File: src/rtl/evt_chan_pkg.sv
// Shared constants for the event channel controller: address map and
// subscription field positions. Assumes word-aligned 32-bit accesses.
package evt_chan_pkg;
    localparam int          BUS_AW     = 9;
    localparam int          BUS_DW     = 32;
    localparam logic [8:0]  TASK_BASE  = 9'h000;
    localparam logic [8:0]  SUB_OFFSET = 9'h080;
    localparam logic [8:0]  STAT_ADDR  = 9'h100;
    localparam logic [8:0]  SET_ADDR   = 9'h104;
    localparam logic [8:0]  CLR_ADDR   = 9'h108;
    localparam logic [8:0]  MASK_BASE  = 9'h140;
    localparam int          TASK_STEP  = 8;
    localparam int          MASK_STEP  = 4;
    localparam int          SUB_ON_BIT = 31;
endpackage

File: src/rtl/ecg_sub_unit.sv
// Subscription register for one group task. Holds an enable flag and a
// channel number, and raises fire_o when the chosen channel pulses while
// that channel is on. Assumes NUM_CH >= 2.
module ecg_sub_unit #(
    parameter int NUM_CH = 32,
    parameter int CH_W   = $clog2(NUM_CH)
) (
    input  logic              clk,
    input  logic              rst_n,
    input  logic              wr_i,
    input  logic              on_i,
    input  logic [CH_W-1:0]   ch_i,
    input  logic [NUM_CH-1:0] ev_pulse_i,
    input  logic [NUM_CH-1:0] ch_en_i,
    output logic              on_o,
    output logic [CH_W-1:0]   ch_o,
    output logic              fire_o
);
    localparam int PAD = 1 << CH_W;

    logic            on_q;
    logic [CH_W-1:0] ch_q;
    logic [PAD-1:0]  ev_ext;
    logic [PAD-1:0]  en_ext;

    // Hold the subscription fields, replaced as a whole on each write.
    always_ff @(posedge clk) begin
        if (!rst_n) begin
            on_q <= 1'b0;
            ch_q <= '0;
        end else if (wr_i) begin
            on_q <= on_i;
            ch_q <= ch_i;
        end
    end

    // Zero-pad so channel numbers beyond NUM_CH select an idle line.
    always_comb begin
        ev_ext = PAD'(ev_pulse_i);
        en_ext = PAD'(ch_en_i);
    end

    // Fire only for a pulse on a subscribed, currently enabled channel.
    assign fire_o = on_q & ev_ext[ch_q] & en_ext[ch_q];
    assign on_o   = on_q;
    assign ch_o   = ch_q;
endmodule

File: src/rtl/ecg_group.sv
// One channel group: mask register, enable and disable tasks with their
// subscriptions, and the set/clear vectors the tasks request this cycle.
// The mask is frozen while either subscription is enabled.
module ecg_group #(
    parameter int NUM_CH = 32,
    parameter int CH_W   = $clog2(NUM_CH)
) (
    input  logic              clk,
    input  logic              rst_n,
    input  logic              mask_wr_i,
    input  logic              task_on_wr_i,
    input  logic              task_off_wr_i,
    input  logic              sub_on_wr_i,
    input  logic              sub_off_wr_i,
    input  logic [NUM_CH-1:0] mask_data_i,
    input  logic              task_bit_i,
    input  logic              sub_flag_i,
    input  logic [CH_W-1:0]   sub_ch_i,
    input  logic [NUM_CH-1:0] ev_pulse_i,
    input  logic [NUM_CH-1:0] ch_en_i,
    output logic [NUM_CH-1:0] mask_o,
    output logic              lock_o,
    output logic [NUM_CH-1:0] set_vec_o,
    output logic [NUM_CH-1:0] clr_vec_o,
    output logic [31:0]       sub_on_rd_o,
    output logic [31:0]       sub_off_rd_o
);
    logic [NUM_CH-1:0] mask_q;
    logic              a_on, b_on, a_fire, b_fire;
    logic [CH_W-1:0]   a_ch, b_ch;
    logic              fire_on, fire_off;

    ecg_sub_unit #(.NUM_CH(NUM_CH), .CH_W(CH_W)) sub_on_i (
        .clk(clk), .rst_n(rst_n), .wr_i(sub_on_wr_i), .on_i(sub_flag_i),
        .ch_i(sub_ch_i), .ev_pulse_i(ev_pulse_i), .ch_en_i(ch_en_i),
        .on_o(a_on), .ch_o(a_ch), .fire_o(a_fire)
    );

    ecg_sub_unit #(.NUM_CH(NUM_CH), .CH_W(CH_W)) sub_off_i (
        .clk(clk), .rst_n(rst_n), .wr_i(sub_off_wr_i), .on_i(sub_flag_i),
        .ch_i(sub_ch_i), .ev_pulse_i(ev_pulse_i), .ch_en_i(ch_en_i),
        .on_o(b_on), .ch_o(b_ch), .fire_o(b_fire)
    );

    assign lock_o = a_on | b_on;

    // Replace the mask on a write unless a subscription freezes it.
    always_ff @(posedge clk) begin
        if (!rst_n) begin
            mask_q <= '0;
        end else if (mask_wr_i && !lock_o) begin
            mask_q <= mask_data_i;
        end
    end

    // Combine software and event triggers into this cycle's requests.
    always_comb begin
        fire_on   = (task_on_wr_i & task_bit_i) | a_fire;
        fire_off  = (task_off_wr_i & task_bit_i) | b_fire;
        set_vec_o = fire_on  ? mask_q : '0;
        clr_vec_o = fire_off ? mask_q : '0;
    end

    // Present subscription fields in their read-back positions.
    always_comb begin
        sub_on_rd_o              = '0;
        sub_on_rd_o[31]          = a_on;
        sub_on_rd_o[CH_W-1:0]    = a_ch;
        sub_off_rd_o             = '0;
        sub_off_rd_o[31]         = b_on;
        sub_off_rd_o[CH_W-1:0]   = b_ch;
    end

    assign mask_o = mask_q;
endmodule

File: src/rtl/ecg_chan_state.sv
// Channel on/off register. Applies the merged set requests first and the
// merged clear requests after them, so a clear always wins.
module ecg_chan_state #(
    parameter int NUM_CH = 32
) (
    input  logic              clk,
    input  logic              rst_n,
    input  logic [NUM_CH-1:0] set_i,
    input  logic [NUM_CH-1:0] clr_i,
    output logic [NUM_CH-1:0] en_o
);
    logic [NUM_CH-1:0] en_q;

    // Update state: sets, then clears.
    always_ff @(posedge clk) begin
        if (!rst_n) begin
            en_q <= '0;
        end else begin
            en_q <= (en_q | set_i) & ~clr_i;
        end
    end

    assign en_o = en_q;
endmodule

File: src/rtl/evt_chan_ctrl.sv
// Top of the event channel controller. Decodes the single-cycle register
// port, builds NUM_GRP groups (2, 4 or 6 expected), merges all set/clear
// requests and returns read data combinationally. NUM_CH is 2..32.
module evt_chan_ctrl
    import evt_chan_pkg::*;
#(
    parameter int NUM_CH  = 32,
    parameter int NUM_GRP = 6
) (
    input  logic              clk,
    input  logic              rst_n,
    input  logic [BUS_AW-1:0] bus_addr_i,
    input  logic              bus_we_i,
    input  logic [BUS_DW-1:0] bus_wdata_i,
    output logic [BUS_DW-1:0] bus_rdata_o,
    input  logic [NUM_CH-1:0] ev_pulse_i,
    output logic [NUM_CH-1:0] ch_en_o
);
    localparam int CH_W = $clog2(NUM_CH);

    logic [NUM_GRP-1:0][NUM_CH-1:0] grp_mask;
    logic [NUM_GRP-1:0][NUM_CH-1:0] grp_set;
    logic [NUM_GRP-1:0][NUM_CH-1:0] grp_clr;
    logic [NUM_GRP-1:0]             grp_lock;
    logic [NUM_GRP-1:0][31:0]       sub_on_rd;
    logic [NUM_GRP-1:0][31:0]       sub_off_rd;
    logic [NUM_CH-1:0]              set_all, clr_all;
    logic [NUM_CH-1:0]              ch_en;

    for (genvar g = 0; g < NUM_GRP; g++) begin : g_grp
        localparam logic [BUS_AW-1:0] A_TON  = TASK_BASE + BUS_AW'(TASK_STEP * g);
        localparam logic [BUS_AW-1:0] A_TOFF = A_TON + BUS_AW'(4);
        localparam logic [BUS_AW-1:0] A_MASK = MASK_BASE + BUS_AW'(MASK_STEP * g);

        ecg_group #(.NUM_CH(NUM_CH), .CH_W(CH_W)) grp_i (
            .clk          (clk),
            .rst_n        (rst_n),
            .mask_wr_i    (bus_we_i && bus_addr_i == A_MASK),
            .task_on_wr_i (bus_we_i && bus_addr_i == A_TON),
            .task_off_wr_i(bus_we_i && bus_addr_i == A_TOFF),
            .sub_on_wr_i  (bus_we_i && bus_addr_i == (A_TON + SUB_OFFSET)),
            .sub_off_wr_i (bus_we_i && bus_addr_i == (A_TOFF + SUB_OFFSET)),
            .mask_data_i  (bus_wdata_i[NUM_CH-1:0]),
            .task_bit_i   (bus_wdata_i[0]),
            .sub_flag_i   (bus_wdata_i[SUB_ON_BIT]),
            .sub_ch_i     (bus_wdata_i[CH_W-1:0]),
            .ev_pulse_i   (ev_pulse_i),
            .ch_en_i      (ch_en),
            .mask_o       (grp_mask[g]),
            .lock_o       (grp_lock[g]),
            .set_vec_o    (grp_set[g]),
            .clr_vec_o    (grp_clr[g]),
            .sub_on_rd_o  (sub_on_rd[g]),
            .sub_off_rd_o (sub_off_rd[g])
        );
    end

    // Merge register-port and group-task requests for this cycle.
    always_comb begin
        set_all = (bus_we_i && bus_addr_i == SET_ADDR) ? bus_wdata_i[NUM_CH-1:0] : '0;
        clr_all = (bus_we_i && bus_addr_i == CLR_ADDR) ? bus_wdata_i[NUM_CH-1:0] : '0;
        for (int g = 0; g < NUM_GRP; g++) begin
            set_all = set_all | grp_set[g];
            clr_all = clr_all | grp_clr[g];
        end
    end

    ecg_chan_state #(.NUM_CH(NUM_CH)) state_i (
        .clk  (clk),
        .rst_n(rst_n),
        .set_i(set_all),
        .clr_i(clr_all),
        .en_o (ch_en)
    );

    // Select read data; task addresses and unmapped addresses read 0.
    always_comb begin
        bus_rdata_o = '0;
        if (bus_addr_i == STAT_ADDR || bus_addr_i == SET_ADDR || bus_addr_i == CLR_ADDR) begin
            bus_rdata_o = BUS_DW'(ch_en);
        end
        for (int g = 0; g < NUM_GRP; g++) begin
            if (bus_addr_i == MASK_BASE + BUS_AW'(MASK_STEP * g)) begin
                bus_rdata_o = BUS_DW'(grp_mask[g]);
            end
            if (bus_addr_i == TASK_BASE + SUB_OFFSET + BUS_AW'(TASK_STEP * g)) begin
                bus_rdata_o = sub_on_rd[g];
            end
            if (bus_addr_i == TASK_BASE + SUB_OFFSET + BUS_AW'(TASK_STEP * g + 4)) begin
                bus_rdata_o = sub_off_rd[g];
            end
        end
    end

    assign ch_en_o = ch_en;
endmodule

File: config.mk
export PLATFORM = sky130hd
export DESIGN_NAME = evt_chan_ctrl
export DESIGN_NICKNAME = d
export VERILOG_FILES = /design/src/rtl/evt_chan_pkg.sv /design/src/rtl/ecg_sub_unit.sv /design/src/rtl/ecg_group.sv /design/src/rtl/ecg_chan_state.sv /design/src/rtl/evt_chan_ctrl.sv
export SDC_FILE = /design/constraint.sdc
export NUM_CORES = 1
export LEC_CHECK = 0
export ABC_CLOCK_PERIOD_IN_PS = 3200
export BUFFER_PORTS_ARGS = -buffer_cell sky130_fd_sc_hd__buf_2
export CORE_ASPECT_RATIO = 1.2
export CORE_MARGIN = 2
export CORE_UTILIZATION = 40
export CTS_BUF_LIST = sky130_fd_sc_hd__clkbuf_8
export DETAILED_ROUTE_END_ITERATION = 12
export PLACE_DENSITY = 0.55
export SLEW_MARGIN = 10
export SYNTH_ARGS = -nofsm -noshare
export SYNTH_HDL_FRONTEND = slang
export SYNTH_HIERARCHICAL = 1
export SYNTH_SLANG_ARGS = --single-unit
File: constraint.sdc
create_clock -name clk -period 3.2 [get_ports clk]
set_clock_uncertainty 0.05 [all_clocks]
set_input_delay 0.16 -clock clk [delete_from_list [all_inputs] [get_ports clk]]
set_output_delay 0.16 -clock clk [all_outputs]
set_load 0.1 [all_outputs]
==> results <==
- The flow ran to the end, and the final reports show no timing, DRC or antenna violations.
- For this design the static power due to leakage is 11.70 nW.
- The detailed router's first-iteration violation count is 4163.
- For the worst setup path, the data required time is 2990 ps.
- Entering global routing, the biggest net connects 97 pins.
- Summed over all nets, the switching power comes to 2.545 mW.
- VDD sags by at most 0.2668 mV.
- The number of cells traversed by the worst register-to-register path is 13.
- The number of global-route vias before repair came to 30003.
- The sink of the worst hold path is g_grp[5].grp_i/sub_on_i/ch_o[0]$_SDFFE_PN0P_.
- From left edge to right edge, the die measures 251.9 um.
- The fraction of final layout cells sized beyond drive strength 1 is 16.03%.
- Data on the critical path arrives at its endpoint at slightly below 3000 ps.
- Of the total power, combinational logic draws 11.5%.
- The count of endpoints failing hold in the final timing report came to 0.
- The overall power is 8.597 mW.
- No sink is reached through more buffers than the 3 on the longest clock path.
- The aggregate global routing overflow is 0.
- The wire length per cell is 27.20 um.
- The Yosys step of the flow raised 6 warnings.
- Leaving out fill and tap cells, the most frequent cell in the layout is nand2_1.
- The source-to-sink clock delay at the later pin of the worst-skew pair is 710 ps.
- The endpoint of the lowest-slack register-to-register path is state_i/en_o[23]$_SDFF_PN0_.
- The critical path contains buffers and inverters numbering 3 combined.
- In this run the mean area of a mapped cell was 7.192 um^2.
- The slew of the pin with the lowest slew margin is 798.2 ps.
- The cell area that synthesis handed to floorplanning was 29510 um^2.
- The via-per-instance ratio is 6.102.
- The post-route standard cell area excluding fillers is 33660 um^2.
- The initial utilization of the core area, before any placement, comes to about two fifths.
- Traced cell by cell, the critical path runs through buf_4, buf_4, o221ai_1, a21oi_1, a21oi_1, o21ai_2, buf_2.
- In the layout the commonest cells are nand2_1 (727), nor2b_1 (520), conb_1 (312).
- Clock tree synthesis inserted a total of 56 buffers.
- The floorplan has roughly 110 rows.
- Fill cells in the final layout number 7492.
- For this run, the slowest stage of the critical path takes 640 ps.
- The kind of end point of the critical path is an output pin.
- Per report_power, the sequential group accounts for about 43% of the total.
- The tree is rooted in a clkbuf_8.
- The sum of net half-perimeters after detailed placement is 102900 um.
- The worst setup path is launched from a register.
- In the final design database the tool counted 4429 nets.
- The number of maximum-capacitance violations is 0.
- The total negative slack is 0 ps.
- The cell depth of the worst hold path is 3.
- Setup repair after global routing left no endpoint under its margin.
- The vertical extent of the die is roughly 300 um.
- The area of the core is 73370 um^2.
- Summing all multi-input logic gate instances after layout gives 20610 um^2.
- The clock transition time at the flip-flop clock pins of the worst setup and hold paths is 60 ps.
- Synthesis handed over a netlist of 4103 instances.
- The worst slew margin relative to its limit is 46.71%.
- The worst setup slack before clock tree synthesis is between 100 and 150 ps.
- After detailed routing, the total wire length is 145200 um.
- The fraction of power spent switching nets is between 20% and 30%.
- The time the final worst path needs with I/O delays and setup is between 3000 and 4000 ps.
- The clock tree from TritonCTS is built.
- The floorplan step defined a die boundary enclosing 75970 um^2.
- The remaining number of nets flagged by the antenna check after routing is 0.
- The wire length of the first global-routing pass is 208100 um.
- The type of the worst min-delay path is input port to register.
- The hold path startpoint is bus_wdata_i[0].
- For this run, design rule violations remaining after detail routing come to 0.
- The slowest stage of the critical path is the dfxtp_1 cell.
- The cell area after placement is 32140 um^2.
- The total power divided by cell area is 255.4 nW/um^2.
- The total number of vias is approximately 33000.
- In the finished design, the share of the clock period the worst path needs comes to 98.56%.
- The number of input and output port buffers inserted is between 100 and 150.
- The weighted congestion at the end of routability-driven global placement is between 1 and 1.5.
- The initial antenna violation count is 7.
- The share of total power in the clock network is 45.5%.
- The setup slack after layout is 46.10 ps.
- The internal power contribution is 6.052 mW.
- The overall track demand over capacity in global routing is 36.89%.
- The total area of sequential cells is between 5000 and 6000 um^2.
- The number of levels in the clock H-tree is 2.
- The critical path is of the register to output pin type.
- The maximum achievable frequency is roughly 320 MHz.
- The boundary pin count is 140.
- The total iterations of the first detailed-routing run is 7.
- The sink count of the clock tree is 296.
- The kind of cell with the highest combined delay along the critical path is buffers and inverters.
- The number of max-slew violations in the final report came to 0.
- The post-synthesis to final-layout area growth is 14.09%.
- The reg-to-reg critical path startpoint is state_i/en_o[18]$_SDFF_PN0_.
- Setup violations remaining at the end of the flow were counted as 0.
- The biggest fanout along the worst timing path is 15.
- The register-to-register setup slack is 70 ps.
-- worst max-delay path by stage --
stage                     cells past startpoint  slack (ps)                           to                                           from
after floorplan                               4        -250              bus_rdata_o[10]                    state_i/en_o[10]$_SDFF_PN0_
after global placement                       11         120  state_i/en_o[10]$_SDFF_PN0_  g_grp[0].grp_i/sub_off_i/ch_o[0]$_SDFFE_PN0P_
after detailed placement                     11         120  state_i/en_o[10]$_SDFF_PN0_  g_grp[0].grp_i/sub_off_i/ch_o[0]$_SDFFE_PN0P_
after CTS                                     7          90              bus_rdata_o[13]                    state_i/en_o[13]$_SDFF_PN0_
after global routing                         13           2  state_i/en_o[23]$_SDFF_PN0_   g_grp[5].grp_i/sub_on_i/ch_o[0]$_SDFFE_PN0P_
final                                         7          50               bus_rdata_o[1]   g_grp[3].grp_i/sub_on_i/ch_o[1]$_SDFFE_PN0P_
-- tightest hold or removal path, cell delays in order --
cell	delay (ps)
buf_2	320
mux2i_1	240
nor2b_1	50
-- layout make-up --
cell class,instances,share of cell area [%]
flip-flops and latches,296,17.64
multi-input cells,3466,61.24
repair buffers,515,14.02
inverters,18,0.2007
clock buffers,69,2.821
well taps,943,3.505
clock inverters,27,0.5426
diodes,4,0.02973
-- power by group through the flow --
stage / Clock (mW) / Combinational (mW) / Sequential, mW
after floorplan: 0 / 0.701 / 3.77
after global placement: 0 / 0.911 / 3.77
after detailed placement: 0 / 0.911 / 3.77
after CTS: 3.99 / 0.946 / 3.69
after global routing: 4.11 / 1.03 / 3.69
final: 3.92 / 0.987 / 3.69
-- repair_timing --
| action | 4_1_cts | 5_1_grt |
|---|---|---|
| endpoints found under the setup margin | 1 | 27 |
| pin swaps | 0 | 0 |
| hold buffers | 32 | 0 |
| resized for setup | 1 | 10 |
| hold endpoints to repair | 222 | 0 |
| setup buffers | 0 | 2 |
-- state kept, by name, summed over array words and instances, names as in the netlist --
signal and count:
g_grp.grp_i/sub_on_i/on_o 6, g_grp.grp_i/sub_off_i/on_o 6, g_grp.grp_i/sub_off_i/ch_o 30, g_grp.grp_i/sub_on_i/ch_o 30
state_i/en_o 32, g_grp.grp_i/mask_o 192
-- per-layer routing --
layer	global-route usage [%]	up-vias	share of wire, %
met5	0	-	0.048
met3	7.682	600	9.5
met1	44.43	15359	38
met2	58.63	2092	44
li1	-	14514	-
met4	26.02	10	7.9
-- through the flow --
step | hold slack, ps | utilization [%] | instances
6_report | 124.6 | 45.88 | 5338
5_1_grt | 126.9 | 45.88 | 5336
4_1_cts | 103.7 | 45.79 | 5332
3_5_place_dp | 418.2 | 43.81 | 5204
3_3_place_gp | 412.0 | 43.81 | 5204
2_1_floorplan | 238.2 | - | 4409
(Power assumes the default switching activity.)
